`src/rtl/qstat_irq_agg.sv`:
```
module qstat_irq_agg #(
  parameter int QN = 32,
  parameter int AW = 4
) (
  input  logic            clk,
  input  logic            rst_n,
  input  logic [4*QN-1:0] lo_status,
  input  logic [QN-1:0]   hi_ne,
  input  logic [QN-1:0]   hi_full,
  input  logic            bus_we,
  input  logic [AW-1:0]   bus_addr,
  input  logic [QN-1:0]   bus_wdata,
  output logic [QN-1:0]   bus_rdata,
  output logic            irq_lo,
  output logic            irq_hi
);
  localparam int NW      = QN / 8;
  localparam int A_SEL   = 0;
  localparam int A_STAT  = NW;
  localparam int A_EN_LO = 2 * NW;
  localparam int A_EN_HI = 2 * NW + 1;
  localparam int A_PD_LO = 2 * NW + 2;
  localparam int A_PD_HI = 2 * NW + 3;
  localparam int A_NE    = 2 * NW + 4;
  localparam int A_FULL  = 2 * NW + 5;

  logic [4*QN-1:0] sel_q;
  logic [QN-1:0] en_lo, en_hi, pd_lo, pd_hi;
  logic [QN-1:0] cond_lo, cond_lo_q, ne_q;
  logic [QN-1:0] rise_lo, rise_hi, clr_lo, clr_hi;

  for (genvar q = 0; q < QN; q++) begin : g_cond
    logic [3:0] s, st;
    assign s  = sel_q[4*q +: 4];
    assign st = lo_status[4*q +: 4];
    assign cond_lo[q] = s[2] ^ st[s[1:0]];
  end

  assign rise_lo = cond_lo & ~cond_lo_q;
  assign rise_hi = hi_ne & ~ne_q;

  assign clr_lo = (bus_we && bus_addr == AW'(A_PD_LO)) ? bus_wdata : '0;
  assign clr_hi = (bus_we && bus_addr == AW'(A_PD_HI)) ? bus_wdata : '0;

  always_ff @(posedge clk or negedge rst_n) begin
    if (!rst_n) begin
      sel_q     <= '0;
      en_lo     <= '0;
      en_hi     <= '0;
      pd_lo     <= '0;
      pd_hi     <= '0;
      cond_lo_q <= '0;
      ne_q      <= '0;
    end else begin
      cond_lo_q <= cond_lo;
      ne_q      <= hi_ne;
      pd_lo     <= (pd_lo & ~clr_lo) | (rise_lo & en_lo);
      pd_hi     <= (pd_hi & ~clr_hi) | (rise_hi & en_hi);
      if (bus_we) begin
        for (int i = 0; i < NW; i++)
          if (bus_addr == AW'(A_SEL + i)) sel_q[i*QN +: QN] <= bus_wdata;
        if (bus_addr == AW'(A_EN_LO)) en_lo <= bus_wdata;
        if (bus_addr == AW'(A_EN_HI)) en_hi <= bus_wdata;
      end
    end
  end

  always_comb begin
    bus_rdata = '0;
    for (int i = 0; i < NW; i++) begin
      if (bus_addr == AW'(A_SEL + i))  bus_rdata = sel_q[i*QN +: QN];
      if (bus_addr == AW'(A_STAT + i)) bus_rdata = lo_status[i*QN +: QN];
    end
    if (bus_addr == AW'(A_EN_LO)) bus_rdata = en_lo;
    if (bus_addr == AW'(A_EN_HI)) bus_rdata = en_hi;
    if (bus_addr == AW'(A_PD_LO)) bus_rdata = pd_lo;
    if (bus_addr == AW'(A_PD_HI)) bus_rdata = pd_hi;
    if (bus_addr == AW'(A_NE))    bus_rdata = hi_ne;
    if (bus_addr == AW'(A_FULL))  bus_rdata = hi_full;
  end

  assign irq_lo = |pd_lo;
  assign irq_hi = |pd_hi;
endmodule

```
`config.mk`:
```
export PLATFORM = sky130hd
export DESIGN_NAME = qstat_irq_agg
export DESIGN_NICKNAME = d
export VERILOG_FILES = /design/src/rtl/qstat_irq_agg.sv
export SDC_FILE = /design/constraint.sdc
export NUM_CORES = 1
export LEC_CHECK = 0
export ABC_AREA = 1
export BUFFER_PORTS_ARGS = -buffer_cell sky130_fd_sc_hd__buf_2
export CORE_ASPECT_RATIO = 2
export CORE_UTILIZATION = 45
export DETAILED_ROUTE_END_ITERATION = 16
export GPL_TIMING_DRIVEN = 0
export PLACE_DENSITY_LB_ADDON = 0.15
export RECOVER_POWER = 25
export SYNTH_ARGS = -nofsm -noshare
export SYNTH_HDL_FRONTEND = slang
export SYNTH_SLANG_ARGS = --single-unit
```
`constraint.sdc`:
```
create_clock -name clk -period 1.6 [get_ports clk]
set_clock_uncertainty 0.2 [all_clocks]
set_input_delay 0.16 -clock clk [delete_from_list [all_inputs] [get_ports clk]]
set_output_delay 0.16 -clock clk [all_outputs]
set_load 0.01 [all_outputs]
```
# After elaboration in Yosys (flattened, before gate mapping)
# Index checks and enable logic that the tools add are counted.
[op_classes]
reduce_logical = 11
n_bitwise = 44
n_eq_ne = 13
magnitude_cmp = 32
mux = 80
[op_table]
columns = ["op", "n"]
rows = [
  ["$mux 32", 16],
  ["$and 32x32->32", 6],
  ["$not 32->32", 4],
  ["$lt 2x3->1 const B", 32],
  ["$bmux 1 s2", 32],
  ["$or 32x32->32", 2],
  ["$reduce_or 32->1", 2],
  ["$mux 1", 32],
  ["$xor 1x1->1", 32],
  ["$eq 4x4->1 const B", 6],
  ["$eq 4x3->1 const B", 4],
  ["$reduce_and 2->1", 6],
  ["$eq 4x2->1 const B", 2],
  ["$eq 4x1->1 const B", 1],
  ["$logic_not 4->1", 1],
  ["$logic_and 1x1->1", 2],
]
[word_totals]
elab_cells = 190
reg_bits = 320
inputBits = 231

# Longest topological paths before layout
# Gate-level depths: netlist of run 1.
[depth]
depth_word = 15
mapped_depth = 13
ltp_nobuf = 12

# Least setup slack after synthesis of run 1
# Ideal clock, no wire load.
[synth_timing]
path_kind = "input to output"
startpoint = "input port bus_addr[0]"
endpoint = "output port bus_rdata[30]"
n_path_buf = 1
required_ns = 1.240
t_arrival_ns = 1.291
path_stages = 11
slack_ns = -0.051
cell_sequence = "inv_1 nor2_4 nand2_1 buf_2 nor2_1 nor2_1 nand4_1 nand2_1 nand4_1 nor2_1 nand4_1"
[synth_between]
elab_chain_cells = 15
elab_cells_between_ends = 28
classes_between = "13 x eq/ne; 14 x mux; 1 x reduce/logical"
[synth_lines]
columns = ["item", "line", "text"]
rows = [
  ["from (decl)", "11", "input logic [AW-1:0] bus_addr,"],
  ["$logic_not 4->1", "71", "if (bus_addr == AW'(A_SEL + i)) bus_rdata = sel_q[i*QN +: QN];"],
  ["$mux 32", "71", ""],
  ["$mux 32", "72", "if (bus_addr == AW'(A_STAT + i)) bus_rdata = lo_status[i*QN +: QN];"],
  ["$mux 32", "71", ""],
  ["$mux 32", "72", ""],
  ["$mux 32", "71", ""],
  ["$mux 32", "72", ""],
  ["$mux 32", "71", ""],
  ["$mux 32", "72", ""],
  ["$mux 32", "74", "if (bus_addr == AW'(A_EN_LO)) bus_rdata = en_lo;"],
  ["$mux 32", "75", "if (bus_addr == AW'(A_EN_HI)) bus_rdata = en_hi;"],
  ["$mux 32", "76", "if (bus_addr == AW'(A_PD_LO)) bus_rdata = pd_lo;"],
  ["$mux 32", "77", "if (bus_addr == AW'(A_PD_HI)) bus_rdata = pd_hi;"],
  ["$mux 32", "78", "if (bus_addr == AW'(A_NE)) bus_rdata = hi_ne;"],
  ["$mux 32 *", "79", "if (bus_addr == AW'(A_FULL)) bus_rdata = hi_full;"],
  ["to (decl)", "13", "output logic [QN-1:0] bus_rdata,"],
]
# Every way passes the cells marked *; elsewhere a longest branch is shown, timed or not.

# Worst setup path in the final report of run 1
# Ends and elaborated chain as after synthesis.

==> results of run 1 <==
[sequential cells by signal, indices dropped and copies added (netlist names)]
| signal | count |
|---|---|
| cond_lo_q | 32 |
| sel_q | 128 |
| pd_hi | 32 |
| pd_lo | 32 |
| en_lo | 32 |
| ne_q | 32 |
| en_hi | 32 |
[timing repair]
item | in CTS | in global routing
hold buffers | 154 | 5
setup buffers | 40 | 41
pin swaps | 85 | 144
setup endpoints to repair | 188 | 241
endpoints found under the hold margin | 544 | 231
gates resized for setup | 169 | 211
[logic make-up (layout without fill, tap and decap cells)]
family / count (synthesis) / in the layout / share of synthesized area
and+or+nand+nor: 1089 / 1089 / 0.290
xor gates and xnor gates: 32 / 32 / 0.0174
buffers and inverters: 261 / 816 / 0.0637
other: 0 / 2 / 0
AOI/OAI and AO/OA: 401 / 401 / 0.131
DFF: 320 / 320 / 0.498
[final timing paths]
| kind | start | to | slack, ps | cells after the start |
|---|---|---|---|---|
| hold reg to reg | ne_q[29] | pd_hi[29] | 230 | 1 |
| setup / recovery | bus_addr[0] | bus_rdata[30] | -1000 | 7 |
| min in group clk | lo_status[37] | cond_lo_q[9] | -30 | 6 |
| setup reg to reg | sel_q[0] | pd_lo[0] | -130 | 9 |
| hold / removal | rst_n | sel_q[27] | -420 | 1 |
| max in group asynchronous | rst_n | pd_hi[4] | -220 | 3 |
[worst max-delay path, stage by stage]
cell and delay (ps):
buf_2 240, inv_2 110, nor3_2 580, clkbuf_1 590, nand2_1 190, nand4_1 190
buf_2 150
[report_power, final]
part | internal (mW) | total, mW | switching [mW]
registers | 10.1 | 11.7 | 1.61
logic | 3.19 | 7.40 | 4.21
clock network | 3.99 | 7.32 | 3.33
total | 17.3 | 26.4 | 9.14
[metal layers]
layer / vias up / routed length, um / GRT usage
met5: - / 0 / 0
li1: 7986 / - / -
met4: 0 / 7740 / 0.374
met2: 924 / 35800 / 0.657
met1: 8544 / 23100 / 0.394
met3: 347 / 3730 / 0.0404
[cell usage in the layout, fill, tap and decap left out, types with 13 or more instances in the layout]
master and count:
clkbuf_16 30, nand3b_1 32, nand4_1 84, buf_6 33
inv_1 143, nor2_4 23, dlygate4sd3_1 159, nor2_1 73
a21oi_1 60, buf_2 254, o21ai_1 13, buf_4 53
nand2_2 43, nand3_2 30, clkbuf_1 59, o21ai_0 291
nand2_1 640, inv_2 14, nor2_2 43, clkbuf_2 26
xor2_2 19, dfrtp_1 314, nand3_1 84
[stage by stage]
stage / power, mW / utilization / setup WS, ps / cells / setup TNS [ps]
2_1_floorplan: 14.2 / - / -6.45 / 2103 / -12.9
5_1_grt: 27.5 / 0.638 / -1000 / 3103 / -96670
6_report: 26.4 / 0.639 / -997 / 3105 / -46840
3_5_place_dp: 17.0 / 0.515 / -1230 / 2814 / -186440
4_1_cts: 25.4 / 0.614 / -953 / 3062 / -30700
3_3_place_gp: 16.7 / 0.512 / -6030 / 2811 / -2089660
[final cells by class]
| cell class | count | area share |
|---|---|---|
| Inverter | 165 | 0.0285 |
| Clock inverter | 15 | 0.00626 |
| Tap cell | 445 | 0.0249 |
| Antenna cell | 2 | 0.000223 |
| Clock buffer | 39 | 0.0373 |
| Sequential cell | 320 | 0.358 |
| Buffer | 96 | 0.0223 |
| Multi-Input combinational cell | 1522 | 0.360 |
| Timing Repair Buffer | 501 | 0.162 |
==> impl_metrics.toml, run 1 <==
[power]
power.density_nw_per_um2 = 1180
peakVddDrop_mv = 1.00
power_leakage_nw = 10.6

[die]
die_y_um = 269
dieArea_um2 = 36500
dieWidth_um = 136
coreArea_um2 = 35100
rows = 97
io_pins = 265
start_util = 0.458

[grt]
grt_usage = 0.383
grt_antenna_before_repair = 1
overflow = 0
grt_max_degree = 102
grt_first_pass_wirelength_mm = 102
grt_pass1_vias = 17500

[synthesis]
syn-cell-area_um2 = 16100
synth_edf_count = 0
synth_area_leader_cell = "dfrtp_1"
syn_nets = 2334
syn_avg_cell_area_um2 = 7.64
yosysWarnings = 0
ys_types = 29
synth-async-reset-ratio = 1.00
synthTopCellsByArea = "dfrtp_1, nand2_1, o21ai_0"
synth_seq_cells = 320
synthFlopType = "dfrtp_1"
ys_seq_area_frac = 0.498
netlist_instances = 2103
synth_top_area_share = 0.498
synth_common_cells = "nand2_1, dfrtp_1, o21ai_0"
yosysMostFrequentCell = "nand2_1"

[sta]
rsz0062_at_grt = "true"
report.final.hold_viol_count = 42
max-slew-margin-rel = 0.236
post-route-period-util = 1.62
tightest_slew_ps = 1150
setup_viol = 140
drv_slew = 0
holdWs_ps = -423
fmax_mhz = 385
setup_ws_ps = -997
fin_crit_ps = 2600

[job]
max-cap-violations = 0

[clock_network]
clkTransAtPathRegs_ps = 70
cts.sinks = 320
insertion_delay_ps = 590
h-tree-depth = 1
cts-root-buf = "clkbuf_16"
clk_path_buf_depth = 3
cts_tree = "built"
numCtsBuffers = 30

[critical_path]
crit_fanout = 10
arrival_ps = 2240
worstPathRequired_ps = 1240
cp-end-kind = "output pin"
critPathKind = "input port to output pin"
critPathLaunchType = "input port"

[final_layout]
multiInputGateArea_um2 = 8070
area_growth_pct = 39.3
layout-drive-gt1-share = 0.252
final_nets = 2867
register_area_um2 = 8020
fillers = 3094
fin_area_um2 = 22400

[routing]
via_per_inst = 5.73
drt_iter0_markers = 1430
drc = 0
ant_nets = 0
num_vias = 17800
post_drt_wl_per_cell_um = 22.7
wl_mm = 70.4
detail_route.first_pass.iterations = 6

[placement]
post_dp_cell_area_um2 = 18000
globalplace.congestion = 0.962
port_buffers = 263
dp_hpwl_mm = 51.9

[run_status]
status = "finished, violations left"
violations = "negative hold slack, negative setup slack"

[worst_hold_path]
hp-class = "input port to async pin"
(Power assumes the default switching activity.)
==> run 2, diff against run 1 <==
--- a/config.mk
+++ b/config.mk
@@ -9,4 +9,5 @@
 export BUFFER_PORTS_ARGS = -buffer_cell sky130_fd_sc_hd__buf_2
 export CORE_ASPECT_RATIO = 2
+export CORE_MARGIN = 2
 export CORE_UTILIZATION = 45
 export DETAILED_ROUTE_END_ITERATION = 16
==> constraint.sdc (replaced) <==
create_clock -name clk -period 1.6 [get_ports clk]
set_clock_uncertainty 0.2 [all_clocks]
set_input_delay 0.32 -clock clk [delete_from_list [all_inputs] [get_ports clk]]
set_output_delay 0.32 -clock clk [all_outputs]
set_load 0.01 [all_outputs]
==> impl_metrics.toml, run 2 (synthesis gave the netlist of run 1 again) <==
[run_status]
status = "finished, violations left"
violations = "negative hold slack, max-slew violations, negative setup slack"

[clock_network]
cts_tree = "built"
hold_buffers = 67
numCtsBuffers = 30
clk_path_buf_depth = 3
clkTransAtPathRegs_ps = 70
cts-root-buf = "clkbuf_16"
insertion_delay_ps = 580
h-tree-depth = 1
cts.sinks = 320

[power]
power_leakage_nw = 10.5
power_mw = 27.0
power.density_nw_per_um2 = 1220
peakVddDrop_mv = 0.925

[final_layout]
regMostFlops = "sel_q"
final_nets = 2794
layout_commonest_cell = "nand2_1"
stdcell_count = 3036
layout-drive-gt1-share = 0.279
mostFrequentLayoutCells = "nand2_1, dfrtp_1, o21ai_0"
area_growth_pct = 37.5
largest_reg_flops = 128
fillers = 3235
diodes = 0

[critical_path]
critPathKind = "flip-flop to output pin"
path_delay_family = "simple AND/OR/NAND/NOR gates"
crit_fanout = 2
critPathBufInv = 1
arrival_ps = 2100
max_stage_delay_ps = 420
worstPathRequired_ps = 1080
crit_path_top_delay_cell = "dfrtp_1"
path_cells = "nor4_4 -> nand4_1 -> or2_4 -> buf_6"
critPathLaunchType = "flip-flop"
cp-end-kind = "output pin"

[worst_hold_path]
hp-class = "input port to async pin"

[die]
dieWidth_um = 138
dieArea_um2 = 37300
rows = 98
die_y_um = 271
io_pins = 265
start_util = 0.454
coreArea_um2 = 35400

[sta]
holdWs_ps = -149
max-slew-margin-rel = -0.00835
tightest_slew_ps = 1510
rsz0062_at_grt = "true"
post-route-period-util = 1.64
setup_viol = 165
setup_ws_ps = -1020
drv_slew = 55
report.final.hold_viol_count = 104
fmax_mhz = 381
fin_crit_ps = 2620

[placement]
port_buffers = 263
dp_hpwl_mm = 47.5
globalplace.congestion = 0.937
dp_cells = 2818
place_ws_ps = -1320

[routing]
drc = 0
via_per_inst = 5.50
ant_nets = 0
post_drt_wl_per_cell_um = 21.0
drt_iter0_markers = 1202
num_vias = 16700
detail_route.first_pass.iterations = 7
wl_mm = 63.7

[grt]
overflow = 0
grt_max_degree = 123
grt_usage = 0.335
grt_antenna_before_repair = 0
grt_first_pass_wirelength_mm = 93.0
grt_pass1_vias = 15900

[job]
max-cap-violations = 0
## run 2: what timing repair did
| item | CTS | global route |
|---|---|---|
| setup endpoints to repair | 386 | 276 |
| pin swaps | 55 | 167 |
| resized for setup | 170 | 219 |
| gates cloned | 0 | 1 |
| setup buffers | 59 | 42 |
| endpoints found under the hold margin | 334 | 113 |
## run 2: power breakdown
| group | internal [mW] | total (mW) | leakage [nW] | switching (mW) |
|---|---|---|---|---|
| Sequential | 10.1 | 11.8 | 3.82 | 1.68 |
| Combinational | 3.34 | 7.42 | 6.17 | 4.08 |
| Clock | 4.49 | 7.80 | 0.509 | 3.31 |
| Total | 17.9 | 27.0 | 10.5 | 9.07 |
## run 2: final cells by class
type                       instances  area [um^2]  share of cell area
inverter                         165          652              0.0295
multi-input combinational       1522         8190               0.370
sequential                       320         8020               0.363
timing repair buffer             428         2970               0.134
clock buffer                      40          840              0.0380
clock inverter                    15          211             0.00957
buffer                            96          667              0.0302
tap                              450          563              0.0255
## run 2: routing by layer
layer,wire length (um),vias to the layer above,part of all wire,track usage
met5,0,-,0,0
met4,4740,0,0.074,0.208
met3,4290,203,0.067,0.0465
met2,30600,811,0.48,0.555
met1,24100,7841,0.38,0.406
li1,-,7835,-,-
## run 2: final timing paths
path / from / endpoint / slack (ps) / cells past startpoint
worst max-delay path: pd_lo[8] / irq_lo / -1020 / 4
worst min-delay path: rst_n / sel_q[38] / -150 / 1
worst max register to register: sel_q[24] / pd_lo[6] / -150 / 9
worst min register to register: ne_q[6] / pd_hi[6] / 220 / 1
max in group asynchronous: rst_n / en_lo[29] / -180 / 3
min in group clk: lo_status[4] / cond_lo_q[1] / 20 / 4
## run 2: worst reg2reg max path, cell delays in order, from the launching register on
cell and delay [ps]:
dfrtp_1 410, buf_6 130, buf_6 120, inv_4 50
nand2_2 40, a32oi_2 220, xor2_2 210, buf_12 160
nand3b_1 80, nand2_1 60
## run 2: per-stage QoR
stage / instance area, um^2 / util / TNS, ps
finish: 22100 / 0.624 / -45280
global route: 22100 / 0.624 / -102110
CTS: 21100 / 0.596 / -29110
detailed placement: 18300 / 0.515 / -312800
global placement: 18200 / 0.513 / -2262400
floorplan: 16300 / - / -8100
